<file path="src/rtl/dsss_pkg.sv">
package dsss_pkg;

    parameter int CHIPS = 11;
    parameter int SCR_W = 7;

    // bit k set when Barker chip k is -1
    localparam logic [CHIPS-1:0] BARKER_NEG = 11'b111_0001_0010;

    typedef enum logic [1:0] {
        SEC_PRE = 2'd0,
        SEC_HDR = 2'd1,
        SEC_DAT = 2'd2,
        SEC_END = 2'd3
    } sec_e;

    typedef struct packed {
        logic hdr_dq;
        logic dat_dq;
    } mode_t;

    typedef struct packed {
        logic i_neg;
        logic q_neg;
    } iq_t;

    function automatic sec_e sec_after(input sec_e s);
        case (s)
            SEC_PRE: return SEC_HDR;
            SEC_HDR: return SEC_DAT;
            default: return SEC_END;
        endcase
    endfunction

    function automatic logic [1:0] phase_step(input logic dq, input logic s0, input logic s1);
        if (!dq) return s0 ? 2'd2 : 2'd0;
        case ({s0, s1})
            2'b00:   return 2'd0;
            2'b01:   return 2'd1;
            2'b11:   return 2'd2;
            default: return 2'd3;
        endcase
    endfunction

    function automatic iq_t phase_signs(input logic [1:0] p);
        iq_t r;
        r.i_neg = p[0] ^ p[1];
        r.q_neg = p[1];
        return r;
    endfunction

endpackage

</file>
<file path="src/rtl/dsss_scrambler.sv">
module dsss_scrambler
    import dsss_pkg::*;
#(
    parameter int W     = SCR_W,
    parameter int TAP_A = 4,
    parameter int TAP_B = 7
) (
    input  logic         clk,
    input  logic         rst,
    input  logic         init,
    input  logic         step,
    input  logic [W-1:0] seed,
    input  logic         dq,
    input  logic         d0,
    input  logic         d1,
    output logic         s0,
    output logic         s1
);

    logic [W-1:0] sr;
    logic [W-1:0] base;
    logic [W-1:0] mid;
    logic [W-1:0] nxt;

    always_comb begin
        base = init ? seed : sr;
        s0   = d0 ^ base[TAP_A-1] ^ base[TAP_B-1];
        mid  = {base[W-2:0], s0};
        s1   = d1 ^ mid[TAP_A-1] ^ mid[TAP_B-1];
        nxt  = dq ? {mid[W-2:0], s1} : mid;
    end

    always_ff @(posedge clk) begin
        if (rst) begin
            sr <= '0;
        end else if (init || step) begin
            sr <= nxt;
        end
    end

    // the state only moves when a symbol is loaded
    a_r8_state_hold: assert property (@(posedge clk) disable iff (rst)
        (!$past(init) && !$past(step) && !$past(rst)) |-> $stable(sr));

endmodule

</file>
<file path="src/rtl/dsss_diff_enc.sv">
module dsss_diff_enc
    import dsss_pkg::*;
(
    input  logic       clk,
    input  logic       rst,
    input  logic       init,
    input  logic       step,
    input  logic       dq,
    input  logic       s0,
    input  logic       s1,
    output logic [1:0] phase
);

    logic [1:0] inc;

    always_comb inc = phase_step(dq, s0, s1);

    always_ff @(posedge clk) begin
        if (rst) begin
            phase <= 2'd0;
        end else if (init) begin
            phase <= inc;
        end else if (step) begin
            phase <= phase + inc;
        end
    end

    // a DBPSK symbol can only keep or invert the phase
    a_r6_dbpsk_half: assert property (@(posedge clk) disable iff (rst)
        (step && !dq && !init) |=> (phase[0] == $past(phase[0])));

endmodule

</file>
<file path="src/rtl/dsss_spreader.sv">
module dsss_spreader
    import dsss_pkg::*;
#(
    parameter int CNT_W = $clog2(CHIPS)
) (
    input  logic             valid,
    input  logic [1:0]       phase,
    input  logic [CNT_W-1:0] chip_idx,
    output iq_t              chip
);

    iq_t sym;
    logic bneg;

    always_comb begin
        sym  = phase_signs(phase);
        bneg = BARKER_NEG[chip_idx];
        chip.i_neg = valid & (sym.i_neg ^ bneg);
        chip.q_neg = valid & (sym.q_neg ^ bneg);
    end

endmodule

</file>
<file path="src/rtl/dsss_seq_ctrl.sv">
module dsss_seq_ctrl
    import dsss_pkg::*;
#(
    parameter int LEN_W = 8,
    parameter int CNT_W = $clog2(CHIPS)
) (
    input  logic             clk,
    input  logic             rst,
    input  logic             start,
    input  logic             hdr_mode,
    input  logic [1:0]       data_mode,
    input  logic [LEN_W-1:0] pre_len,
    input  logic [LEN_W-1:0] hdr_len,
    input  logic [LEN_W-1:0] dat_len,
    input  logic             bit_in,
    output logic             active,
    output logic             bit_req,
    output logic             ld_init,
    output logic             ld_step,
    output logic             ld_dq,
    output logic             d0,
    output logic             d1,
    output logic [CNT_W-1:0] chip_idx,
    output logic             done
);

    localparam logic [CNT_W-1:0] LAST_CHIP = CNT_W'(CHIPS - 1);

    sec_e             sec;
    logic [LEN_W-1:0] left;
    logic [CNT_W-1:0] chip_cnt;
    logic [1:0]       hbuf;
    mode_t            mode_q;
    logic [LEN_W-1:0] hdr_len_q;
    logic [LEN_W-1:0] dat_len_q;

    logic             last_in_sec;
    sec_e             nxt_sec;
    logic             nxt_dq;
    logic             nxt_host;
    logic             sym_end;
    logic [LEN_W-1:0] nxt_len;

    always_comb begin
        last_in_sec = (left == LEN_W'(1));
        nxt_sec     = last_in_sec ? sec_after(sec) : sec;
        case (nxt_sec)
            SEC_HDR: nxt_dq = mode_q.hdr_dq;
            SEC_DAT: nxt_dq = mode_q.dat_dq;
            default: nxt_dq = 1'b0;
        endcase
        nxt_len  = (nxt_sec == SEC_HDR) ? hdr_len_q : dat_len_q;
        nxt_host = (nxt_sec == SEC_HDR) || (nxt_sec == SEC_DAT);
        sym_end  = active && (chip_cnt == LAST_CHIP);
        bit_req  = active && nxt_host &&
                   ((chip_cnt == '0) || (chip_cnt == CNT_W'(1) && nxt_dq));
        ld_init  = !active && start;
        ld_step  = sym_end && (nxt_sec != SEC_END);
        ld_dq    = ld_init ? 1'b0 : nxt_dq;
        d0       = (ld_init || nxt_sec == SEC_PRE) ? 1'b1 : hbuf[0];
        d1       = hbuf[1];
        chip_idx = chip_cnt;
    end

    always_ff @(posedge clk) begin
        if (rst) begin
            active    <= 1'b0;
            done      <= 1'b0;
            sec       <= SEC_PRE;
            left      <= '0;
            chip_cnt  <= '0;
            hbuf      <= '0;
            mode_q    <= '0;
            hdr_len_q <= '0;
            dat_len_q <= '0;
        end else begin
            done <= 1'b0;
            if (ld_init) begin
                active        <= 1'b1;
                sec           <= SEC_PRE;
                left          <= pre_len;
                chip_cnt      <= '0;
                mode_q.hdr_dq <= hdr_mode;
                mode_q.dat_dq <= (data_mode != 2'b00);
                hdr_len_q     <= hdr_len;
                dat_len_q     <= dat_len;
            end else if (active) begin
                if (bit_req) hbuf[chip_cnt[0]] <= bit_in;
                if (sym_end) begin
                    chip_cnt <= '0;
                    if (nxt_sec == SEC_END) begin
                        active <= 1'b0;
                        done   <= 1'b1;
                    end else begin
                        sec  <= nxt_sec;
                        left <= last_in_sec ? nxt_len : left - LEN_W'(1);
                    end
                end else begin
                    chip_cnt <= chip_cnt + CNT_W'(1);
                end
            end
        end
    end

    // requests only while a packet is running
    a_r10_req_active: assert property (@(posedge clk) disable iff (rst)
        bit_req |-> active);
    // a single-bit symbol asks once
    a_r10_single_req: assert property (@(posedge clk) disable iff (rst)
        (bit_req && !nxt_dq) |=> !bit_req);
    // done is a one-clock pulse seen only when idle
    a_r11_done_pulse: assert property (@(posedge clk) disable iff (rst)
        done |=> !done);
    a_r11_done_idle: assert property (@(posedge clk) disable iff (rst)
        done |-> !active);
    // chip index stays inside a symbol
    a_r9_chip_bound: assert property (@(posedge clk) disable iff (rst)
        active |-> (chip_cnt <= LAST_CHIP));
    // a start while busy does not end the packet
    a_r2_busy_start: assert property (@(posedge clk) disable iff (rst)
        (active && start && !sym_end) |=> active);
    // the preamble never asks the host for bits
    a_r3_pre_silent: assert property (@(posedge clk) disable iff (rst)
        (active && sec == SEC_PRE && !last_in_sec) |-> !bit_req);

endmodule

</file>
<file path="src/rtl/dsss_tx_seq.sv">
module dsss_tx_seq
    import dsss_pkg::*;
#(
    parameter int LEN_W = 8,
    parameter int SEED_W = SCR_W
) (
    input  logic              clk,
    input  logic              rst,
    input  logic              start,
    input  logic              hdr_mode,
    input  logic [1:0]        data_mode,
    input  logic [LEN_W-1:0]  pre_len,
    input  logic [LEN_W-1:0]  hdr_len,
    input  logic [LEN_W-1:0]  dat_len,
    input  logic [SEED_W-1:0] seed,
    output logic              bit_req,
    input  logic              bit_in,
    output logic              chip_valid,
    output logic              chip_i_neg,
    output logic              chip_q_neg,
    output logic              done
);

    localparam int CNT_W = $clog2(CHIPS);

    logic             active;
    logic             ld_init;
    logic             ld_step;
    logic             ld_dq;
    logic             d0;
    logic             d1;
    logic             s0;
    logic             s1;
    logic [CNT_W-1:0] chip_idx;
    logic [1:0]       phase;
    iq_t              chip;

    dsss_seq_ctrl #(.LEN_W(LEN_W), .CNT_W(CNT_W)) u_ctrl (
        .clk      (clk),
        .rst      (rst),
        .start    (start),
        .hdr_mode (hdr_mode),
        .data_mode(data_mode),
        .pre_len  (pre_len),
        .hdr_len  (hdr_len),
        .dat_len  (dat_len),
        .bit_in   (bit_in),
        .active   (active),
        .bit_req  (bit_req),
        .ld_init  (ld_init),
        .ld_step  (ld_step),
        .ld_dq    (ld_dq),
        .d0       (d0),
        .d1       (d1),
        .chip_idx (chip_idx),
        .done     (done)
    );

    dsss_scrambler #(.W(SEED_W)) u_scr (
        .clk (clk),
        .rst (rst),
        .init(ld_init),
        .step(ld_step),
        .seed(seed),
        .dq  (ld_dq),
        .d0  (d0),
        .d1  (d1),
        .s0  (s0),
        .s1  (s1)
    );

    dsss_diff_enc u_enc (
        .clk  (clk),
        .rst  (rst),
        .init (ld_init),
        .step (ld_step),
        .dq   (ld_dq),
        .s0   (s0),
        .s1   (s1),
        .phase(phase)
    );

    dsss_spreader #(.CNT_W(CNT_W)) u_spr (
        .valid   (active),
        .phase   (phase),
        .chip_idx(chip_idx),
        .chip    (chip)
    );

    always_comb begin
        chip_valid = active;
        chip_i_neg = chip.i_neg;
        chip_q_neg = chip.q_neg;
    end

    // the chip stream has no gap inside a packet
    a_r9_no_gap: assert property (@(posedge clk) disable iff (rst)
        $fell(chip_valid) |-> done);

endmodule

</file>
<file path="config.mk">
export PLATFORM = sky130hd
export DESIGN_NAME = dsss_tx_seq
export DESIGN_NICKNAME = d
export VERILOG_FILES = /design/src/rtl/dsss_pkg.sv /design/src/rtl/dsss_scrambler.sv /design/src/rtl/dsss_diff_enc.sv /design/src/rtl/dsss_spreader.sv /design/src/rtl/dsss_seq_ctrl.sv /design/src/rtl/dsss_tx_seq.sv
export SDC_FILE = /design/constraint.sdc
export NUM_CORES = 1
export LEC_CHECK = 0
export BUFFER_PORTS_ARGS = -buffer_cell sky130_fd_sc_hd__buf_4
export CORE_ASPECT_RATIO = 1.1
export CORE_MARGIN = 4
export CORE_UTILIZATION = 49
export CTS_BUF_LIST = sky130_fd_sc_hd__clkbuf_16
export CTS_CLUSTER_SIZE = 8
export DETAILED_ROUTE_END_ITERATION = 10
export PLACE_DENSITY = 0.81
export SLEW_MARGIN = 30
export SYNTH_ARGS = -nofsm -noshare
export SYNTH_HDL_FRONTEND = slang
export SYNTH_SLANG_ARGS = --single-unit
</file>
<file path="constraint.sdc">
create_clock -name clk -period 4.7 [get_ports clk]
set_input_delay 0.94 -clock clk [delete_from_list [all_inputs] [get_ports clk]]
set_output_delay 0.94 -clock clk [all_outputs]
set_load 0.03 [all_outputs]
</file>
==> results of run 1 <==
how the worst max path moves through the flow:
stage	cells past startpoint	to	slack, ns	startpoint
floorplan	10	u_enc.phase[1]	1.66	start
global placement	11	u_enc.phase[1]	1.38	start
detailed placement	9	u_enc.phase[1]	1.24	u_ctrl.left[0]
CTS	6	bit_req	1.17	u_ctrl.left[0]
global route	9	u_enc.phase[1]	0.81	u_ctrl.left[0]
finish	6	bit_req	1.13	u_ctrl.left[0]
layout by cell type, fill, tap and decap left out, drive strengths merged, types with 2 or more instances in the layout:
cell type	synthesis	layout
a311oi	3	3
a32oi	3	3
mux2i	9	9
nor2	16	16
nand2b	10	10
xor2	10	10
o211ai	3	3
buf	5	45
ha	7	7
nor3b	6	6
nor2b	4	4
o22ai	2	2
nand2	55	55
clkbuf	20	5
o31ai	5	5
nand3	7	7
a211oi	2	2
nand4b	2	2
nor3	14	14
nand3b	5	5
a21oi	29	29
and2	5	5
xnor2	6	6
a41oi	2	2
clkinv	0	2
dfxtp	46	46
a211o	2	2
o211a	2	2
nand4	5	5
inv	7	7
o21ai	17	17
state kept, by name (all words and copies together), names as in the netlist:
register          cells
u_scr.sr              7
u_ctrl.done           1
u_ctrl.left           8
u_ctrl.mode_q         2
u_ctrl.chip_idx       4
u_ctrl.active         1
u_enc.phase           2
u_ctrl.dat_len_q      8
u_ctrl.sec            2
u_ctrl.hbuf           2
u_spr.bneg            1
u_ctrl.hdr_len_q      8
stage by stage:
| step | cell area (sq um) | power, mW |
|---|---|---|
| after floorplan | 2643 | 0.5462 |
| after global placement | 2962 | 0.5902 |
| after detailed placement | 2962 | 0.5952 |
| after CTS | 3108 | 0.9354 |
| after global routing | 3108 | 0.9795 |
| final | 3108 | 0.9307 |
power by group:
part	internal, mW	switching [mW]	leakage (nW)
clock	0.197	0.147	0.0698
sequential	0.412	0.0211	0.377
combinational	0.0729	0.0816	0.760
metal layers:
metal	GRT usage, %	vias up
li1	-	1226
met1	24.40	1163
met2	33.88	82
met3	4.140	7
met4	5.405	0
met5	0	-
worst register-to-register path: stages, from the launching register on:
cell and delay [ns]:
dfxtp_1 0.41, ha_1 0.30, nor3b_1 0.60, a211o_1 0.25
nand4_1 0.43, and3_1 0.33, ha_1 0.18, xnor3_1 0.36
or3_1 0.31, a311oi_1 0.25
cells by family after synthesis:
kind of cell             count (synthesis)  share of synthesized area (%)
AND/OR/NAND/NOR                        137                          26.42
AO/OA/AOI/OAI                           82                          20.65
flip-flops                              46                          34.85
buffers and inverters                   32                          5.208
XOR/XNOR                                17                          6.155
multiplexers                             9                          3.409
adder cells (fa/ha/maj)                  7                          3.314
final cells by class:
type	count	area share [%]
Sequential cell	46	29.63
Clock inverter	3	0.6844
Clock buffer	5	4.026
Inverter	7	0.8454
Timing Repair Buffer	45	10.87
Tap cell	72	2.899
Multi-Input combinational cell	252	51.05
cell usage after synthesis (all sizes together), types with 6 or more instances:
cell and number:
clkbuf 20, inv 7, xor2 10, ha 7, nor3b 6, nor3 14
xnor2 6, nor2 16, mux2i 9, nand3 7, dfxtp 46, o21ai 17
a21oi 29, nand2 55, nand2b 10
==> impl_metrics.py, run 1 <==
metrics = {
    "outcome": {
        "status": "completed",
    },
    "logic_synthesis": {
        "netlist_instances": 330,
        "synth_ff_type": "dfxtp_1",
        "syn_nets": 375,
        "synth_top_cells_by_area": "dfxtp_1 35%, nand2_1 7.8%, a21oi_1 5.5%",
        "mappedNetlistArea_sq_um": 2643,
        "ys_types": 55,
        "synth_area_per_cell_sq_um": 8.008,
        "yosys_register_bits": 46,
        "proportion_of_netlist_area_held_by_the_largest_area_contributor_pct": 34.85,
        "yosys_warnings": 0,
        "synth-edff-count": 0,
        "yosys.area.top_type": "dfxtp_1",
        "synth_async_sr_flop_share_pct": 0,
        "post_synthesis_sequential_area_ratio_pct": 34.85,
    },
    "clocking": {
        "cts_post_setup_buffers_inserted": 0,
        "cts.root.buffer_cell": "clkbuf_16",
        "clk_pin_slew_ns": 0.07,
        "tritoncts": "yes",
        "cts_hold_buf": 0,
        "clock_path_buffers": 2,
        "numCtsBuffers": 5,
        "cts_num_sinks": 46,
        "clkLatencyLatePin_ns": 0.29,
        "cts.htree.levels": 2,
        "cts_resized": 0,
    },
    "setup_path": {
        "timing.rr.start": "u_ctrl.left[0]",
        "required_arrival_time_at_the_worst_endpoint_ns": 3.76,
        "cp_max_fo": 7,
        "worst_reg2reg_setup_slack_ns": 1.20,
        "critPathLaunchType": "flop",
        "rr_worst_depth": 9,
        "timing.critical_path.to_type": "primary output",
        "crit_path_max_cell_delay_ns": 0.60,
        "critPathSlowestCell": "nor3b_1",
        "critPathTopFamily": "simple AND/OR/NAND/NOR gates",
        "critPathBufInv": 1,
        "path_class": "flop to primary output",
        "critPathArrivalTime_ns": 2.63,
        "crit-reg2reg-capture": "u_enc.phase[1]",
        "timing.critical_path.cells": "ha_1 > nor3b_1 > nand2_1 > a21oi_1 > o211a_1 > buf_4",
    },
    "drt": {
        "detailedRoute.firstIterationViolations": 132,
        "drt-vias-per-instance": 5.763,
        "routed.top_layer": "met4",
        "num_vias": 2478,
        "wl_met3_um": 402,
        "drt-pass1-iter-count": 5,
        "postRouteWirelength_um": 6251,
        "wl_met1_um": 2694,
        "drt.antenna.violating_nets": 0,
        "wl_per_cell_um": 14.54,
        "total_met2_wirelength_after_detailed_routing_um": 3079,
        "drc": 0,
    },
    "place": {
        "place.detailed.hpwl_um": 4428,
        "dp.cells": 422,
        "place_worst_setup_slack_ns": 1.245,
        "placement.io_buffers": 42,
        "globalplace.congestion": 0.8692,
    },
    "final_layout": {
        "antennaDiodeCount": 0,
        "area_growth_syn_to_layout_pct": 17.61,
        "combined_area_of_the_multi_input_logic_cells_sq_um": 1587,
        "regArea_sq_um": 920.9,
        "finalNetCount": 402,
        "number_of_non_filler_instances_in_the_completed_layout": 430,
        "proportion_of_layout_cells_with_a_drive_suffix_above_1_pct": 16.48,
        "filler_cell_count": 478,
        "finalCoreUtilization_pct": 60.93,
    },
    "die": {
        "die-area_sq_um": 6633,
        "io_pins": 43,
        "die-height_um": 85.02,
        "floorplan.rows": 27,
        "core_sq_um": 5101,
        "fp.dieW_um": 78.02,
        "floorplan.initialDensity_pct": 51.80,
    },
    "timing": {
        "maxClockFrequency_mhz": 280.5,
        "holdWs_ns": 0.4521,
        "skew_ns": 0.008578,
        "final_critical_path_setup_slack_ns": 1.134,
        "timing_max_transition_violations_final": 0,
        "report.final.hold_viol_count": 0,
        "worst-slew-pin-transition_ns": 0.7817,
        "timing.max_slew.rel_slack_pct": 47.73,
        "fin_crit_sh_pct": 75.87,
        "setup-violations-final": 0,
        "totalNegativeSetupSlack_ns": 0,
        "period_minus_slack_ns": 3.566,
        "rsz0062_at_grt": "false",
    },
    "global_route": {
        "maximum_number_of_pins_on_one_net_before_global_route_repair": 42,
        "gr-total-overflow": 0,
        "first_global_vias": 2315,
        "grt.total_usage_pct": 19.52,
        "antenna_found_initial": 0,
        "global_route_wire_length_before_repair_um": 10580,
    },
    "min_path": {
        "min_path_cells": 2,
        "hold_path.startpoint": "u_ctrl.dat_len_q[5]",
        "hold-path-endpoint": "u_ctrl.dat_len_q[5]",
        "min_path_type": "flop to flop",
    },
    "power": {
        "peakVddDrop_uv": 225.7,
        "power_per_cell_area_nw_per_um2": 299.5,
        "power.leakage_nw": 1.206,
    },
    "run": {
        "number_of_violations_of_the_max_capacitance_limit": 0,
    },
}
(Power assumes the default switching activity.)
==> run 2, diff against run 1 <==
ABC_AREA = 1   (was default)
PLACE_DENSITY = 0.84   (was 0.81)
clock period = 3 ns   (was 4.7 ns; I/O delays follow)
==> run 2 against run 1 <==
Effect of this change:
- hold slack improved by 0.018 ns
- first-iteration DRC count is 6.8% lower
- critical path type is now flop to flop
- count of clock-buffer cells in the layout did not move
- largest power group unchanged
==> impl_metrics.py, run 2 <==
metrics = {
    "final_layout": {
        "final_common_cell": "nor2_1",
        "antennaDiodeCount": 0,
        "area_growth_syn_to_layout_pct": 17.78,
        "proportion_of_layout_cells_with_a_drive_suffix_above_1_pct": 18.71,
        "finalNetCount": 463,
        "reg_top3": "u_ctrl.dat_len_q x8, u_ctrl.hdr_len_q x8, u_ctrl.left x8",
        "finalCoreUtilization_pct": 60.70,
        "layout_common_cells": "72 x nor2_1, 54 x nand2_1, 46 x o21ai_0, 46 x dfxtp_1, 45 x buf_4",
    },
    "timing": {
        "holdWs_ns": 0.4706,
        "final_critical_path_setup_slack_ns": 0.3902,
        "period_minus_slack_ns": 2.610,
        "maxClockFrequency_mhz": 383.2,
        "skew_ns": 0.001958,
        "timing_max_transition_violations_final": 0,
        "timing.max_slew.rel_slack_pct": 47.24,
        "setup-violations-final": 0,
        "fin_crit_sh_pct": 86.99,
        "rsz0062_at_grt": "false",
        "worst-slew-pin-transition_ns": 0.7906,
        "totalNegativeSetupSlack_ns": 0,
        "report.final.hold_viol_count": 0,
    },
    "clocking": {
        "clock_path_buffers": 2,
        "clkLatencyLatePin_ns": 0.28,
        "cts_post_setup_buffers_inserted": 0,
        "cts_hold_buf": 0,
        "cts_num_sinks": 46,
        "tritoncts": "yes",
        "clk_pin_slew_ns": 0.06,
        "numCtsBuffers": 5,
        "cts.htree.levels": 2,
        "cts_resized": 0,
        "cts.root.buffer_cell": "clkbuf_16",
    },
    "setup_path": {
        "critPathBufInv": 4,
        "critical_path_cell_count": 15,
        "critPathSlowestCell": "dfxtp_1",
        "cp_max_fo": 33,
        "crit-reg2reg-capture": "u_enc.phase[1]",
        "rr_worst_depth": 15,
        "setup.worst_path.end": "u_enc.phase[1]",
        "critPathTopFamily": "simple AND/OR/NAND/NOR gates",
        "timing.critical_path.cells": "inv_6 > nand2_4 > buf_4 > nand3_2 > xnor2_1 > nand2_1 > a22oi_1 > ha_1 > nor2_1 > nor2_1 > inv_1 > nand2_1 > nand3_1 > nand2_1 > inv_1",
        "path_class": "flop to flop",
        "timing.critical_path.to_type": "flop",
        "critPathLaunchType": "flop",
        "critical_path.startpoint": "u_ctrl.active",
        "crit_path_max_cell_delay_ns": 0.56,
        "required_arrival_time_at_the_worst_endpoint_ns": 3.18,
        "critPathArrivalTime_ns": 2.79,
        "critical_path.most_common_cell": "nand2_1",
        "worst_reg2reg_setup_slack_ns": 0.39,
        "timing.rr.start": "u_ctrl.active",
    },
    "drt": {
        "postRouteWirelength_um": 6215,
        "drc": 0,
        "drt-pass1-iter-count": 4,
        "num_vias": 2569,
        "wl_per_cell_um": 12.71,
        "drt.antenna.violating_nets": 0,
        "detailedRoute.firstIterationViolations": 123,
        "drt-vias-per-instance": 5.254,
    },
    "die": {
        "floorplan.initialDensity_pct": 51.54,
        "die-height_um": 85.08,
        "io_pins": 43,
        "die-area_sq_um": 6642,
        "floorplan.rows": 27,
        "core_sq_um": 5135,
        "fp.dieW_um": 78.07,
    },
    "global_route": {
        "gr-total-overflow": 0,
        "grt.total_usage_pct": 19.51,
        "global_route_wire_length_before_repair_um": 10820,
        "antenna_found_initial": 0,
        "maximum_number_of_pins_on_one_net_before_global_route_repair": 34,
        "first_global_vias": 2574,
    },
    "power": {
        "power.leakage_nw": 1.409,
        "cell_internal_pwr_mw": 1.097,
        "power_per_cell_area_nw_per_um2": 498.7,
        "power_frac_clock_pct": 32.9,
        "comb_power_share_pct": 22.4,
        "peakVddDrop_uv": 242.6,
        "p_seq_share_pct": 44.7,
        "power.switching_mw": 0.4570,
        "power.switching_fraction_pct": 29.40,
    },
    "logic_synthesis": {
        "synth_area_per_cell_sq_um": 6.964,
        "synth-edff-count": 0,
        "ys_types": 36,
        "mappedNetlistArea_sq_um": 2646,
        "synth_async_sr_flop_share_pct": 0,
        "synth_ff_type": "dfxtp_1",
        "synth_top_cells_by_area": "dfxtp_1 35%, nor2_1 10%, o21ai_0 8.7%",
        "post_synthesis_sequential_area_ratio_pct": 34.80,
        "synthTopCellsByCount": "72 x nor2_1, 54 x nand2_1, 46 x dfxtp_1, 46 x o21ai_0, 35 x inv_1",
        "syn_nets": 425,
        "yosys_warnings": 0,
        "synth_most_common_cell": "nor2_1",
        "proportion_of_netlist_area_held_by_the_largest_area_contributor_pct": 34.80,
        "netlist_instances": 380,
        "yosys.area.top_type": "dfxtp_1",
        "yosys_register_bits": 46,
    },
    "min_path": {
        "min_path_type": "flop to flop",
    },
    "place": {
        "globalplace.congestion": 0.8579,
        "place.detailed.hpwl_um": 4441,
        "place_worst_setup_slack_ns": 0.3097,
        "placement.io_buffers": 42,
    },
    "outcome": {
        "status": "completed",
    },
    "run": {
        "number_of_violations_of_the_max_capacitance_limit": 0,
    },
}
run 2: area by class of cell:
| cell class | count | area [sq um] |
|---|---|---|
| sequential | 46 | 920.9 |
| clock buffer | 5 | 125.1 |
| fill | 468 | 2018 |
| timing repair buffer | 45 | 337.8 |
| tap | 72 | 90.09 |
| clock inverter | 1 | 3.754 |
| inverter | 40 | 162.7 |
| multi-input combinational | 280 | 1476 |
run 2: how the worst min path moves through the flow:
stage,start,endpoint,cells past startpoint
2_1_floorplan,u_scr.sr[6],u_scr.sr[6],2
6_report,u_scr.sr[6],u_scr.sr[6],2
3_3_place_gp,u_scr.sr[6],u_scr.sr[6],2
5_1_grt,u_scr.sr[6],u_scr.sr[6],2
4_1_cts,u_scr.sr[6],u_scr.sr[6],2
3_5_place_dp,u_scr.sr[6],u_scr.sr[6],2
run 2: metrics by stage:
stage,power (mW),cell area (sq um),std cells
floorplan,0.9605,2646,380
global placement,1.041,2988,483
detailed placement,1.051,2988,483
CTS,1.558,3117,489
global route,1.634,3117,489
finish,1.554,3117,489
run 2: worst reg2reg max path, delay by kind of cell (launching register included):
kind | cells | cell delay [ns]
buffers and inverters | 4 | 0.53
AOI/OAI and AO/OA | 1 | 0.20
DFF | 1 | 0.56
xor gates and xnor gates | 1 | 0.26
and+or+nand+nor | 8 | 0.78
adders and majority gates | 1 | 0.21
run 2: power by group through the flow:
stage / clock (mW) / combinational, mW / sequential [mW]
after CTS: 0.516 / 0.348 / 0.694
final: 0.511 / 0.349 / 0.694
after global placement: 0 / 0.336 / 0.706
after floorplan: 0 / 0.263 / 0.698
after global routing: 0.537 / 0.396 / 0.700
after detailed placement: 0 / 0.344 / 0.707
run 2: cell families (layout without fill, tap and decap cells):
| group | Yosys count | count (layout) | synth area share, % |
|---|---|---|---|
| and+or+nand+nor | 172 | 172 | 30.12 |
| DFF | 46 | 46 | 34.80 |
| AOI/OAI and AO/OA | 93 | 93 | 19.72 |
| xor gates and xnor gates | 8 | 8 | 2.648 |
| adders and majority gates | 7 | 7 | 3.310 |
| buffers and inverters | 54 | 91 | 9.409 |
run 2: metal layers:
metal | vias to the layer above | share of wire (%) | global-route usage, %
met5 | - | 0 | 0
met4 | 0 | 1.9 | 9.539
met3 | 14 | 5.9 | 4.671
met2 | 74 | 49 | 33.57
met1 | 1164 | 43 | 22.60
li1 | 1317 | - | -
==> run 3, diff against run 2 <==
CORE_ASPECT_RATIO = 0.8   (was 1.1)
PLACE_DENSITY = 0.81   (was 0.84)
clock period = 3.3 ns   (was 3 ns; I/O delays follow)
==> run 3 against run 2 <==
Effect of this change:
- global-route usage rose by 0.061 points
- final cell count down 2.2%
- via count decreased by 2.7%
- first-iteration DRC count fell by 2.4%
- clock power up 9.0%
- sequential power down 8.9%
- final area about the same
- register-to-register slack better by 0.20 ns
- count of clock-buffer cells in the layout unchanged
- setup slack gained 0.053 ns
- combinational power fell by 10%
==> impl_metrics.py, run 3 (same netlist as run 2, synthesis figures left out) <==
metrics = {
    "timing": {
        "timing.max_slew.rel_slack_pct": 48.07,
        "holdWs_ns": 0.4826,
        "report.final.hold_viol_count": 0,
        "timing_max_transition_violations_final": 0,
        "totalNegativeSetupSlack_ns": 0,
        "skew_ns": 0.002349,
        "maxClockFrequency_mhz": 350.0,
        "setup-violations-final": 0,
        "period_minus_slack_ns": 2.857,
        "worst-slew-pin-transition_ns": 0.7781,
        "fin_crit_sh_pct": 86.58,
        "rsz0062_at_grt": "false",
        "final_critical_path_setup_slack_ns": 0.4428,
    },
    "clocking": {
        "clock_path_buffers": 2,
        "cts.htree.levels": 2,
        "cts_post_setup_buffers_inserted": 0,
        "numCtsBuffers": 5,
        "clk_pin_slew_ns": 0.06,
        "cts.root.buffer_cell": "clkbuf_16",
        "cts_num_sinks": 46,
        "cts_resized": 0,
        "clkLatencyLatePin_ns": 0.29,
        "tritoncts": "yes",
        "cts_hold_buf": 0,
    },
    "final_layout": {
        "finalCoreUtilization_pct": 60.89,
        "area_growth_syn_to_layout_pct": 17.87,
        "final_area_sq_um": 3119,
        "antennaDiodeCount": 0,
        "final_common_cell": "nor2_1",
        "layout_common_cells": "72 x nor2_1, 54 x nand2_1, 46 x o21ai_0, 46 x dfxtp_1, 43 x buf_4",
        "number_of_non_filler_instances_in_the_completed_layout": 478,
        "reg_top3": "u_ctrl.dat_len_q x8, u_ctrl.hdr_len_q x8, u_ctrl.left x8",
        "finalNetCount": 461,
        "proportion_of_layout_cells_with_a_drive_suffix_above_1_pct": 18.51,
    },
    "drt": {
        "drt.antenna.violating_nets": 0,
        "drt-pass1-iter-count": 4,
        "detailedRoute.firstIterationViolations": 120,
        "wl_per_cell_um": 12.95,
        "postRouteWirelength_um": 6191,
        "num_vias": 2499,
        "drt-vias-per-instance": 5.228,
        "drc": 0,
    },
    "power": {
        "total_power_mw": 1.502,
        "power.switching_mw": 0.4255,
        "power_per_cell_area_nw_per_um2": 481.4,
        "power.leakage_nw": 1.413,
        "p_seq_share_pct": 42.1,
        "comb_power_share_pct": 20.8,
        "power_frac_clock_pct": 37.1,
        "power.switching_fraction_pct": 28.34,
        "peakVddDrop_uv": 298.8,
        "cell_internal_pwr_mw": 1.076,
    },
    "setup_path": {
        "setup.worst_path.end": "bit_req",
        "worst_reg2reg_setup_slack_ns": 0.59,
        "required_arrival_time_at_the_worst_endpoint_ns": 2.64,
        "cp_max_fo": 15,
        "critical_path.startpoint": "u_ctrl.left[1]",
        "path_class": "flop to primary output",
        "rr_worst_depth": 17,
        "critPathArrivalTime_ns": 2.20,
        "crit-reg2reg-capture": "u_enc.phase[1]",
        "critPathLaunchType": "flop",
        "timing.rr.start": "u_ctrl.active",
        "timing.critical_path.to_type": "primary output",
    },
    "die": {
        "floorplan.rows": 23,
        "fp.dieW_um": 90.16,
        "die-area_sq_um": 6648,
        "io_pins": 43,
        "core_sq_um": 5122,
        "die-height_um": 73.73,
        "floorplan.initialDensity_pct": 51.66,
    },
    "place": {
        "dp.cells": 471,
        "placement.io_buffers": 42,
        "place_worst_setup_slack_ns": 0.4526,
        "place.detailed.hpwl_um": 4405,
        "placed_area_sq_um": 2960,
        "globalplace.congestion": 0.8734,
    },
    "min_path": {
        "min_path_type": "flop to flop",
    },
    "run": {
        "number_of_violations_of_the_max_capacitance_limit": 0,
    },
    "global_route": {
        "maximum_number_of_pins_on_one_net_before_global_route_repair": 34,
        "global_route_wire_length_before_repair_um": 10680,
        "gr-total-overflow": 0,
        "grt.total_usage_pct": 19.57,
        "first_global_vias": 2390,
        "antenna_found_initial": 0,
    },
    "outcome": {
        "status": "completed",
    },
}
## run 3: power groups by stage
| stage | registers, mW | clock network [mW] | logic, mW |
|---|---|---|---|
| finish | 0.632 | 0.557 | 0.313 |
| global route | 0.638 | 0.581 | 0.359 |
| CTS | 0.631 | 0.563 | 0.313 |
| detailed placement | 0.643 | 0 | 0.310 |
| global placement | 0.641 | 0 | 0.303 |
| floorplan | 0.634 | 0 | 0.239 |
## run 3: layer usage
| metal | vias up | track usage, % | part of all wire [%] |
|---|---|---|---|
| li1 | 1310 | - | - |
| met1 | 1128 | 25.67 | 49 |
| met2 | 53 | 32.12 | 45 |
| met3 | 8 | 4.094 | 5.8 |
| met4 | 0 | 7.301 | 0.99 |
| met5 | - | 0 | 0 |
## run 3: worst min path at each step
| stage | from | endpoint | slack, ns | cells past startpoint |
|---|---|---|---|---|
| final | u_ctrl.dat_len_q[2] | u_ctrl.dat_len_q[2] | 0.48 | 2 |
| after global routing | u_ctrl.hdr_len_q[5] | u_ctrl.hdr_len_q[5] | 0.50 | 2 |
| after CTS | u_ctrl.dat_len_q[2] | u_ctrl.dat_len_q[2] | 0.49 | 2 |
| after detailed placement | u_ctrl.dat_len_q[2] | u_ctrl.dat_len_q[2] | 0.48 | 2 |
| after global placement | u_ctrl.dat_len_q[0] | u_ctrl.dat_len_q[0] | 0.46 | 2 |
| after floorplan | u_scr.sr[6] | u_scr.sr[6] | 0.44 | 2 |
## run 3: worst max-delay path: stages, from the launching register on
cell      delay (ns)
dfxtp_1         0.32
inv_1           0.08
ha_1            0.19
nand3_2         0.14
nor2_4          0.34
nor2_4          0.11
nand2_1         0.11
and3_2          0.23
a21boi_0        0.19
buf_4           0.19
## run 3: final cells by class
type / count / area [sq um]
fillers: 469 / 2003
multi-input cells: 280 / 1476
flip-flops and latches: 46 / 920.9
repair buffers: 43 / 322.8
inverters: 40 / 162.7
clock buffers: 5 / 125.1
well taps: 62 / 77.57
clock inverters: 2 / 33.78
